--- src/rtl/shiftadd_pkg.sv ---
package shiftadd_pkg;

  // Strobes sent from the sequencer to the arithmetic datapath.
  typedef struct packed {
    logic load;   // capture operands, clear product
    logic step;   // perform one add/shift iteration
  } mulStrobes_t;

  typedef enum logic [0:0] {
    ST_IDLE = 1'b0,
    ST_RUN  = 1'b1
  } mulState_t;

endpackage

--- src/rtl/shiftadd_ctrl.sv ---
module shiftadd_ctrl
  import shiftadd_pkg::*;
#(
  parameter int OP_W = 32
) (
  input  logic        clk,
  input  logic        rst,
  input  logic        start,
  output mulStrobes_t strobes,
  output logic        busy,
  output logic        done
);

  localparam int CNT_W = $clog2(OP_W) + 1;
  localparam logic [CNT_W-1:0] LAST_ITER = CNT_W'(OP_W - 1);

  mulState_t        state;
  mulState_t        stateNext;
  logic [CNT_W-1:0] iterCnt;
  logic             accept;
  logic             lastStep;

  assign accept   = start && (state == ST_IDLE);
  assign lastStep = (state == ST_RUN) && (iterCnt == LAST_ITER);

  always_comb begin
    stateNext = state;
    unique case (state)
      ST_IDLE: if (accept)   stateNext = ST_RUN;
      ST_RUN:  if (lastStep) stateNext = ST_IDLE;
      default: stateNext = ST_IDLE;
    endcase
  end

  always_comb begin
    strobes      = '0;
    strobes.load = accept;
    strobes.step = (state == ST_RUN);
  end

  always_ff @(posedge clk) begin
    if (rst) begin
      state   <= ST_IDLE;
      iterCnt <= '0;
      done    <= 1'b0;
    end else begin
      state <= stateNext;
      done  <= lastStep;
      if (accept) begin
        iterCnt <= '0;
      end else if (state == ST_RUN) begin
        iterCnt <= iterCnt + 1'b1;
      end
    end
  end

  assign busy = (state == ST_RUN);

  // Counter never passes the final iteration index while running.
  AST_ITER_BOUND: assert property (@(posedge clk) disable iff (rst)
    busy |-> (iterCnt <= LAST_ITER));

  // Completion pulse lasts one cycle.
  AST_DONE_PULSE: assert property (@(posedge clk) disable iff (rst)
    done |=> !done);

  // Completion only follows the final iteration of a run.
  AST_DONE_AFTER_RUN: assert property (@(posedge clk) disable iff (rst)
    lastStep |=> (done && !busy));

  // A start while running leaves the count advancing.
  AST_START_IGNORED: assert property (@(posedge clk) disable iff (rst)
    (busy && start && !lastStep) |=> (busy && iterCnt == $past(iterCnt) + 1'b1));

  // Reset leaves the sequencer idle with no completion.
  AST_RESET_IDLE: assert property (@(posedge clk)
    rst |=> (!busy && !done));

endmodule

--- src/rtl/shiftadd_datapath.sv ---
module shiftadd_datapath
  import shiftadd_pkg::*;
#(
  parameter int OP_W = 32
) (
  input  logic              clk,
  input  logic              rst,
  input  mulStrobes_t       strobes,
  input  logic [OP_W-1:0]   opA,
  input  logic [OP_W-1:0]   opB,
  output logic [2*OP_W-1:0] product
);

  localparam int PROD_W = 2 * OP_W;

  logic [PROD_W-1:0] mcandReg;
  logic [OP_W-1:0]   mplierReg;
  logic [PROD_W-1:0] prodReg;
  logic [PROD_W-1:0] sum;

  // Full-width adder feeding the product register.
  assign sum = prodReg + mcandReg;

  always_ff @(posedge clk) begin
    if (rst) begin
      mcandReg  <= '0;
      mplierReg <= '0;
      prodReg   <= '0;
    end else if (strobes.load) begin
      mcandReg  <= {{OP_W{1'b0}}, opA};
      mplierReg <= opB;
      prodReg   <= '0;
    end else if (strobes.step) begin
      if (mplierReg[0]) begin
        prodReg <= sum;
      end
      mcandReg  <= {mcandReg[PROD_W-2:0], 1'b0};
      mplierReg <= {1'b0, mplierReg[OP_W-1:1]};
    end
  end

  assign product = prodReg;

  // Loading clears the accumulated product.
  AST_LOAD_CLEARS: assert property (@(posedge clk) disable iff (rst)
    strobes.load |=> (prodReg == '0));

  // A zero multiplier bit skips the addition.
  AST_SKIP_ADD: assert property (@(posedge clk) disable iff (rst)
    (strobes.step && !strobes.load && !mplierReg[0]) |=> $stable(prodReg));

  // With no strobe the datapath holds.
  AST_IDLE_HOLD: assert property (@(posedge clk) disable iff (rst)
    (!strobes.step && !strobes.load) |=> $stable(prodReg));

  // Multiplicand advances one place per iteration.
  AST_MCAND_SHIFT: assert property (@(posedge clk) disable iff (rst)
    (strobes.step && !strobes.load) |=> (mcandReg == ($past(mcandReg) << 1)));

  // Reset clears the product.
  AST_RESET_CLEAR: assert property (@(posedge clk)
    rst |=> (prodReg == '0));

endmodule

--- src/rtl/shiftadd_mul.sv ---
module shiftadd_mul
  import shiftadd_pkg::*;
#(
  parameter int OP_W = 32
) (
  input  logic              clk,
  input  logic              rst,
  input  logic              start,
  input  logic [OP_W-1:0]   opA,
  input  logic [OP_W-1:0]   opB,
  output logic              busy,
  output logic              done,
  output logic [2*OP_W-1:0] product
);

  mulStrobes_t strobes;

  shiftadd_ctrl #(.OP_W(OP_W)) u_ctrl (
    .clk     (clk),
    .rst     (rst),
    .start   (start),
    .strobes (strobes),
    .busy    (busy),
    .done    (done)
  );

  shiftadd_datapath #(.OP_W(OP_W)) u_dp (
    .clk     (clk),
    .rst     (rst),
    .strobes (strobes),
    .opA     (opA),
    .opB     (opB),
    .product (product)
  );

  // An accepted start raises busy on the next cycle.
  AST_START_BUSY: assert property (@(posedge clk) disable iff (rst)
    (start && !busy) |=> busy);

  // Completion coincides with busy dropping.
  AST_DONE_NOT_BUSY: assert property (@(posedge clk) disable iff (rst)
    done |-> (!busy && $past(busy)));

  // Product is frozen while idle without a start.
  AST_IDLE_STABLE: assert property (@(posedge clk) disable iff (rst)
    (!busy && !start) |=> $stable(product));

endmodule

--- config.mk ---
export PLATFORM = sky130hd
export DESIGN_NAME = shiftadd_mul
export DESIGN_NICKNAME = d
export VERILOG_FILES = /design/src/rtl/shiftadd_pkg.sv /design/src/rtl/shiftadd_ctrl.sv /design/src/rtl/shiftadd_datapath.sv /design/src/rtl/shiftadd_mul.sv
export SDC_FILE = /design/constraint.sdc
export NUM_CORES = 1
export LEC_CHECK = 0
export ABC_AREA = 1
export CAP_MARGIN = 20
export CORE_ASPECT_RATIO = 0.8
export CORE_MARGIN = 2
export CORE_UTILIZATION = 63
export CTS_CLUSTER_DIAMETER = 200
export CTS_CLUSTER_SIZE = 25
export DETAILED_ROUTE_END_ITERATION = 10
export GPL_TIMING_DRIVEN = 1
export PLACE_DENSITY_LB_ADDON = 0.05
export SYNTH_ARGS = -nofsm -noshare
export SYNTH_HDL_FRONTEND = slang
export SYNTH_SLANG_ARGS = --single-unit
--- constraint.sdc ---
create_clock -name clk -period 5.5 [get_ports clk]
set_clock_uncertainty 0.2 [all_clocks]
set_input_delay 1.375 -clock clk [delete_from_list [all_inputs] [get_ports clk]]
set_output_delay 1.375 -clock clk [all_outputs]
set_load 0.02 [all_outputs]
# Word-level counts from Yosys, hierarchy flattened
# Index checks and enable logic that the tools add are counted.
# classes
addsub	2
n_mul	0
n_div	0
order_cmp	0
n_eq_ne	1
n_shift	0
mux	7
bitwise_logic	1
n_reduce_logical	5
# op_table
cell	n
2-to-1 mux 32 bit	4
adder 64 bit	1
adder 6 x 1 -> 6 bit, second input constant	1
equality test 6 x 5 -> 1 bit, second input constant	1
logical AND 1 bit	2
2-to-1 mux 1 bit	2
one-hot mux 1 bit (2 select lines)	1
AND reduction 2 bit	1
nonzero test 2 bit	1
OR reduction 2 bit	1
NOT 1 bit	1
# word_totals
regBits	168
latch_bits	0
ramBits	0
mem_bits_ro	0
input_bits	67
output_inout_bits	66
word_cells	23
mem_count	0

# Logic depth before layout (Yosys ltp)
# Gate-level depths: netlist of the first run.
# depth
ltp_word	4
ltp_mapped	17
ltp_nobuf	17

# Modules after synthesis
# From an unflattened synthesis of the first run, not the netlist that was laid out.
# unflattened
hier_cells	2219
area_unflattened_um2	12757.2
# by_module_without_submodules
module	n_inst	cells_per_inst	area_per_inst_um2	seq_area_each_um2
shiftadd_datapath	1	2170	12329.3	3203.1
shiftadd_ctrl	1	49	427.9	160.2

# Worst setup path after synthesis of the first run
# Ideal clock, no wire load.
# synth_timing
kind	in2reg
from	in start
to	reg u_dp.prodReg[29] (netlist: u_dp.product[29])
setup_ns	0.109
t_arrival_ns	2.202
required_ns	5.191
path_slack_ns	2.989
path_stages	9
path_buffers	2
path_cell_list	inv_2 nor2_4 nor2_4 inv_2 buf_2 buf_2 nor2_1 nand2_1 inv_1
# synth_between
elab_chain_len	2
# synth_rtl
element	line	text
start, declared	shiftadd_mul.sv:8	input logic start,
logical AND 1 bit	shiftadd_ctrl.sv:23	assign accept = start && (state == ST_IDLE);
OR reduction 2 bit (no source line)	n/a	
end signal, assigned	shiftadd_datapath.sv:35	prodReg <= sum;
end, declared	shiftadd_datapath.sv:18	logic [PROD_W-1:0] prodReg;
# No other way between the ends.
# A chain may end at the register's enable or synchronous reset.

# Worst setup path after layout of the first run
# layout_timing
from	reg u_ctrl.state (netlist: u_ctrl.busy)
to	out busy
# layout_lines
element	line	text
start, declared	shiftadd_ctrl.sv:17	mulState_t state;
start signal, assigned	shiftadd_ctrl.sv:47	state <= stateNext;
end, declared	shiftadd_mul.sv:11	output logic busy,
# No word-level cell between the ends.

==> impl_metrics.ini, run 1 <==
[run_status]
outcome = completed

[floorplanning]
rows = 46
die-area_um2 = 21300
initial_core_util_pct = 64.0
core_um2 = 19800
die_w_um = 163
io_pins = 133
die_h_um = 131

[drt]
first_iter_violations = 1623
vias = 14200
drt-wirelength-per-cell_um = 15.8
routed_wirelength_mm = 41.7
antenna_left = 0
met2_length_mm = 17.1
wl_met3_mm = 5.08
firstDrtPassIters = 6
top_layer = met4
wl_met1_mm = 18.4
post_drt_via_cell_ratio = 5.39
drc = 0

[cells_and_area]
final_common_cell = nand2_1
fillCellCount = 1628
layout-drive-gt1-share_pct = 3.70
nets = 2496
postLayoutCellArea_um2 = 14800
diodes = 0
final_cell_mix = nand2_1, inv_1, nor2_1
syn2layout_area_growth_pct = 16.9

[synth]
netlist_instances = 2265
synthArstFlopShare_pct = 0
netlist.area_leader.share_pct = 26.5
yosysUniqueCellTypes = 30
syn_area_per_cell_um2 = 5.60
yosysWarnings = 0
synth_area_um2 = 12700
seq_area_frac_synth_pct = 26.5
synth_top_cell_by_area = dfxtp_1
synth_top_flop_cell = dfxtp_1
synth-edff-count = 0
ys_seq_elements = 168
synth_area_leaders = dfxtp_1, nand2_1, inv_1
syn-num-nets = 2397

[global_route]
grt_pass1_wl_mm = 64.0
grt_pass1_vias = 12600
grt_max_degree = 98
overflow = 0
grt_use_total_pct = 38.7
antenna_found_initial = 0

[sta]
timing.fmax_mhz = 273
final.period_utilization_pct = 66.7
slew_viol_final = 0
finalSetupTns_ns = 0
rsz0062_at_grt = false
slew_headroom_pct = 30.8
hold_viol = 0
fin_crit_ns = 3.67
setup_violations = 0
fin_hold_ws_ns = 0.285
worst_pin_slew_ns = 1.04
postLayoutSetupSlackWorst_ns = 1.83

[worst_setup_path]
critical_path.startpoint_type = flip-flop
r2r.worst_path.cells = 7
critical_path.max_stage_delay_ns = 0.88
end_kind = output port
crit_chain = clkdlybuf4s50_1
r2r-start = u_ctrl.busy
path_class = flip-flop to output port
crit_fanout = 38
arrival_ns = 2.09
r2r_slack_ns = 2.35
crit_family = flip-flops
r2r_end = u_dp.mcandReg[10]
slowest_stage = dfxtp_2
required_ns = 3.92
worst-path-buf-inv = 1

[cts]
clk_pin_slew_ns = 0.07
cts_resized = 0
hold_buffers = 0
clk_latency_ns = 0.45
clock-root-buffer = clkbuf_16
cts_tree = built
cts_made_buffers = 17
clockBufferDepth = 2
cts_setup_buffers = 0
cts.sinks = 168
cts_max_level = 4

[placed_design]
dpl_cell_area_um2 = 14100
dpl_worst_slack_ns = 1.57
hpwl_mm = 32.0
io_buffers = 132
place.gp.congestion = 1.00

[pwr]
clkPwrFrac_pct = 44.3
power.internal_uw = 2060
combPwrFrac_pct = 11.7
power_leakage_uw = 0.00827
p_switching_uw = 883
ir_drop_uv = 147
power_density_nw_per_um2 = 199
p_seq_share_pct = 44.0
design_power_total_uw = 2940
swShare_pct = 30.0

[min_path]
hold_start = u_dp.mcandReg[63]
worstHoldPathType = flip-flop to flip-flop
holdPathStages = 2
hold_end = u_dp.mcandReg[63]

[flow_run]
max-cap-violations = 0
==> sequential cells by signal, summed over array words and instances, names as in the netlist <==
register        flops
u_ctrl.busy         1
u_ctrl.done         1
u_ctrl.iterCnt      6
u_dp.mcandReg      64
u_dp.mplierReg     32
u_dp.product       64
==> how the worst max path moves through the flow <==
stage                     slack [ns]   startpoint  cells past startpoint                  to
final                           1.83  u_ctrl.busy                      1                busy
after CTS                       1.85  u_ctrl.busy                      1                busy
after global routing            1.71        start                      6   u_dp.mcandReg[19]
after detailed placement        1.57        start                      6  u_dp.mplierReg[27]
after floorplan                 2.99        start                      9    u_dp.product[29]
after global placement          1.66        start                      6  u_dp.mplierReg[30]
==> Yosys cell counts, types with 17 or more instances <==
master,n
nand2_1,815
inv_1,497
xor2_1,23
a21oi_1,81
o21ai_0,59
nand3_1,116
dfxtp_1,168
ha_1,64
clkbuf_1,35
nor2_1,256
nand2_2,17
o211ai_1,19
==> area by class of cell <==
| cell class | instances | area, µm² | share of cell area [%] |
|---|---|---|---|
| clock buffers | 17 | 425 | 2.87 |
| clock inverters | 15 | 218 | 1.47 |
| inverters | 504 | 1890 | 12.8 |
| multi-input cells | 1534 | 7180 | 48.4 |
| flip-flops and latches | 168 | 3360 | 22.7 |
| well taps | 264 | 330 | 2.23 |
| repair buffers | 139 | 1410 | 9.49 |
==> through the flow <==
step                instances  utilization (%)
finish                   2641             74.8
global route             2641             74.8
CTS                      2640             74.7
detailed placement       2608             71.4
global placement         2608             71.4
floorplan                2265                -
==> metal layers <==
layer | up-vias | global-route usage [%]
met1 | 6423 | 55.6
met3 | 99 | 8.14
li1 | 6966 | -
met5 | - | 0
met2 | 752 | 58.0
met4 | 0 | 12.7
==> cells by family (layout without fill, tap and decap cells) <==
group	after synthesis	count (layout)	synth area share [%]
flops	168	168	26.5
simple gates	1255	1255	40.0
buf+inv	563	675	16.8
xor+xnor	28	28	1.93
compound gates	186	186	8.20
fa+ha+maj	65	65	6.48
==> power by group through the flow <==
stage          logic (µW)  clock network [µW]  registers (µW)
2_1_floorplan         205                   0            1310
3_3_place_gp          319                   0            1320
3_5_place_dp          333                   0            1320
4_1_cts               339                1300            1290
5_1_grt               377                1360            1300
6_report              346                1300            1300
==> worst min-delay path: stages, from the launching register on <==
cell,delay [ns]
dfxtp_1,0.32
nand2_1,0.07
a21oi_1,0.05
Power figures use the tool's default switching activity.
==> inputs of run 2 (changes only) <==
CORE_UTILIZATION = 58   (was 63)
clock period = 3.6 ns   (was 5.5 ns; I/O delays follow)
==> impl_metrics.ini, run 2 (synthesis gave the netlist of run 1 again) <==
[run_status]
outcome = completed

[min_path]
hold_start = u_dp.mcandReg[37]
worstHoldPathType = flip-flop to flip-flop
holdPathStages = 2
hold_end = u_dp.mcandReg[37]

[cts]
cts_setup_buffers = 0
cts_resized = 0
clockBufferDepth = 2
clk_pin_slew_ns = 0.07
cts_made_buffers = 17
cts_max_level = 4
clock-root-buffer = clkbuf_16
cts_tree = built
cts.sinks = 168
clk_latency_ns = 0.46
hold_buffers = 0

[sta]
slew_viol_final = 0
setup_violations = 0
worst_pin_slew_ns = 0.813
fin_crit_ns = 2.85
slew_headroom_pct = 45.8
hold_viol = 0
rsz0062_at_grt = false
finalSetupTns_ns = 0
final.period_utilization_pct = 79.1
timing.fmax_mhz = 351

[worst_setup_path]
crit_fanout = 4
path_class = flip-flop to flip-flop
arrival_ns = 3.01
required_ns = 3.76
r2r.worst_path.cells = 14
end_kind = flip-flop
r2r-start = u_dp.mcandReg[0]
critical_path.startpoint_type = flip-flop
r2r_end = u_dp.product[56]
r2r_slack_ns = 0.75

[pwr]
p_seq_share_pct = 44.7
clkPwrFrac_pct = 43.3
p_switching_uw = 1270
design_power_total_uw = 4400
swShare_pct = 28.8
power_density_nw_per_um2 = 297
power.internal_uw = 3130
ir_drop_uv = 296
power_leakage_uw = 0.00827
combPwrFrac_pct = 11.9

[global_route]
overflow = 0
grt_pass1_wl_mm = 62.8
grt_max_degree = 96
grt_pass1_vias = 12200
antenna_found_initial = 0
grt_use_total_pct = 34.9

[floorplanning]
rows = 48
die_w_um = 169
die_h_um = 136
io_pins = 133
die-area_um2 = 23100
initial_core_util_pct = 59.0
core_um2 = 21500

[cells_and_area]
syn2layout_area_growth_pct = 16.9
diodes = 0
final_cells = 2658
final_cell_mix = nand2_1, inv_1, nor2_1
layout-drive-gt1-share_pct = 3.94
nets = 2502
final_common_cell = nand2_1

[placed_design]
hpwl_mm = 31.2
io_buffers = 132
place.gp.congestion = 1.01
place_inst = 2626

[drt]
vias = 13800
antenna_left = 0
post_drt_via_cell_ratio = 5.19
firstDrtPassIters = 5
first_iter_violations = 1422
routed_wirelength_mm = 39.6
drt-wirelength-per-cell_um = 14.9
drc = 0

[flow_run]
max-cap-violations = 0
## run 2: power groups by stage
stage / clock network [µW] / registers (µW) / logic (µW)
finish: 1910 / 1970 / 525
CTS: 1920 / 1970 / 521
global placement: 0 / 2010 / 507
detailed placement: 0 / 2010 / 518
global route: 1990 / 1970 / 585
floorplan: 0 / 2000 / 314
## run 2: how the worst max path moves through the flow
stage / endpoint / slack (ns) / cells past startpoint / startpoint
after CTS: u_dp.product[56] / 0.86 / 14 / u_dp.mcandReg[0]
after floorplan: u_dp.product[32] / 1.29 / 16 / u_dp.product[0]
after global routing: u_dp.product[40] / 0.61 / 14 / u_dp.mcandReg[0]
after detailed placement: u_dp.product[4] / 0.70 / 9 / start
final: u_dp.product[56] / 0.75 / 14 / u_dp.mcandReg[0]
after global placement: u_dp.mplierReg[19] / 0.73 / 5 / rst
## run 2: critical path, cell delays in order, from the launching register on
cell     delay (ns)
dfxtp_1        0.36
ha_1           0.26
fa_1           0.47
nand3_1        0.12
nand3_1        0.17
nand2_1        0.10
nand2_1        0.14
nand2_1        0.11
nand3_2        0.18
nand3_1        0.30
nand2_1        0.09
nand2_1        0.08
nand3_1        0.06
nand2_1        0.06
inv_1          0.03
## run 2: cell type report
type | instances | area, µm²
inverters | 504 | 1890
fillers | 1997 | 6680
multi-input cells | 1534 | 7180
flip-flops and latches | 168 | 3360
well taps | 275 | 344
repair buffers | 145 | 1440
clock inverters | 14 | 161
clock buffers | 18 | 439
## run 2: layer usage
metal	track usage (%)	vias to the layer above	wire (µm)	share of wire, %
met2	50.9	597	15800	40
met1	52.5	6156	18900	48
li1	-	6974	-	-
met3	6.40	56	4210	11
met5	0	-	0	0
met4	9.40	0	764	1.9
## run 2: per-stage QoR
step | setup slack [ns] | cell area [µm²] | utilization [%] | hold WS, ns
after floorplan | 1.29 | 12700 | - | 0.253
after global placement | 0.735 | 14200 | 66.1 | 0.262
after detailed placement | 0.705 | 14200 | 66.1 | 0.275
after CTS | 0.859 | 14800 | 68.9 | 0.283
after global routing | 0.615 | 14800 | 68.9 | 0.299
final | 0.751 | 14800 | 68.9 | 0.288
==> inputs of run 3 (changes only) <==
clock period = 2.74 ns   (was 3.6 ns; I/O delays follow)
==> impl_metrics.ini, run 3 (synthesis gave the netlist of run 1 again) <==
[run_status]
outcome = completed

[cts]
cts.sinks = 168
clk_pin_slew_ns = 0.08
cts_max_level = 4
clockBufferDepth = 2
cts_tree = built
hold_buffers = 0
cts_setup_buffers = 0
clock-root-buffer = clkbuf_16
clk_latency_ns = 0.45
cts_made_buffers = 17

[drt]
routed_wirelength_mm = 43.4
firstDrtPassIters = 7
drt-wirelength-per-cell_um = 16.2
drc = 0
first_iter_violations = 1529
antenna_left = 0
vias = 14100
post_drt_via_cell_ratio = 5.28

[sta]
fin_crit_ns = 2.63
hold_viol = 0
final.period_utilization_pct = 96.1
setup_violations = 0
slew_viol_final = 0
finalSetupTns_ns = 0
slew_headroom_pct = 56.1
worst_pin_slew_ns = 0.659
timing.fmax_mhz = 380
rsz0062_at_grt = false

[global_route]
antenna_found_initial = 0
grt_use_total_pct = 37.5
grt_pass1_wl_mm = 66.4
grt_pass1_vias = 12400
grt_max_degree = 62
overflow = 0

[cells_and_area]
layout-drive-gt1-share_pct = 4.79
fillCellCount = 1921
final_cell_mix = nand2_1, inv_1, nor2_1
nets = 2519
postLayoutCellArea_um2 = 15000
final_common_cell = nand2_1
diodes = 0
syn2layout_area_growth_pct = 18.5

[floorplanning]
die_h_um = 136
die-area_um2 = 23100
io_pins = 133
rows = 48
initial_core_util_pct = 59.0
core_um2 = 21500
die_w_um = 169

[pwr]
power_leakage_uw = 0.00838
ir_drop_uv = 409
power_density_nw_per_um2 = 398

[placed_design]
hpwl_mm = 34.0
dpl_cell_area_um2 = 14400
place.gp.congestion = 1.01
io_buffers = 132

[min_path]
worstHoldPathType = flip-flop to flip-flop

[flow_run]
max-cap-violations = 0

[worst_setup_path]
end_kind = flip-flop
critical_path.startpoint_type = flip-flop
crit_fanout = 4
arrival_ns = 2.77
path_class = flip-flop to flip-flop
required_ns = 2.88
[run 3: repair_timing]
item / 4_1_cts / 5_1_grt
endpoints found under the setup margin: 0 / 10
gates resized for setup: 0 / 5
hold endpoints to repair: 0 / 0
[run 3: path summary, 6_finish.rpt]
kind	cells after the start	from	slack, ns	to
setup reg to reg	14	u_dp.product[0]	0.11	u_dp.product[40]
hold reg to reg	2	u_dp.mcandReg[34]	0.29	u_dp.mcandReg[35]
setup / recovery	14	u_dp.product[0]	0.11	u_dp.product[40]
hold / removal	2	u_dp.mcandReg[34]	0.29	u_dp.mcandReg[35]
[run 3: area by class of cell]
type | count | area, µm² | area share [%]
tap | 275 | 344 | 2.29
inverter | 504 | 1890 | 12.6
clock inverter | 15 | 214 | 1.42
sequential | 168 | 3370 | 22.4
timing repair buffer | 162 | 1580 | 10.5
clock buffer | 17 | 425 | 2.83
multi-input combinational | 1534 | 7190 | 47.9
[run 3: where the power goes]
| group | internal (µW) | switching, µW |
|---|---|---|
| registers | 2520 | 58.3 |
| clock network | 1480 | 1180 |
| logic | 291 | 446 |
[run 3: stage by stage]
stage | power, µW | hold WS (ns) | instances | utilization [%] | worst slack, ns
2_1_floorplan | 3050 | 0.253 | 2265 | - | 0.429
3_3_place_gp | 3330 | 0.263 | 2643 | 66.8 | 0.0811
4_1_cts | 5970 | 0.292 | 2675 | 69.8 | 0.00602
6_report | 5980 | 0.290 | 2675 | 69.9 | 0.108
3_5_place_dp | 3350 | 0.278 | 2643 | 66.8 | 0.0179
5_1_grt | 6160 | 0.311 | 2675 | 69.9 | 0.0160
[run 3: metal layers]
metal  wire length, µm  global-route usage, %  vias to the layer above
li1                  -                      -                     6994
met1             20200                   55.7                     6425
met2             17500                   54.0                      642
met3              5030                   10.1                       55
met4               630                   7.60                        0
met5                 0                      0                        -
[run 3: critical path: stages, from the launching register on]
cell	delay (ns)
dfxtp_1	0.33
ha_1	0.28
fa_2	0.43
nand3_1	0.12
nand3_2	0.11
nand2_1	0.08
nand2_1	0.13
nand2_1	0.15
nand3_4	0.14
nand2_1	0.10
nand2_1	0.13
nand2_1	0.09
nand2_1	0.05
o21ai_1	0.13
inv_1	0.05
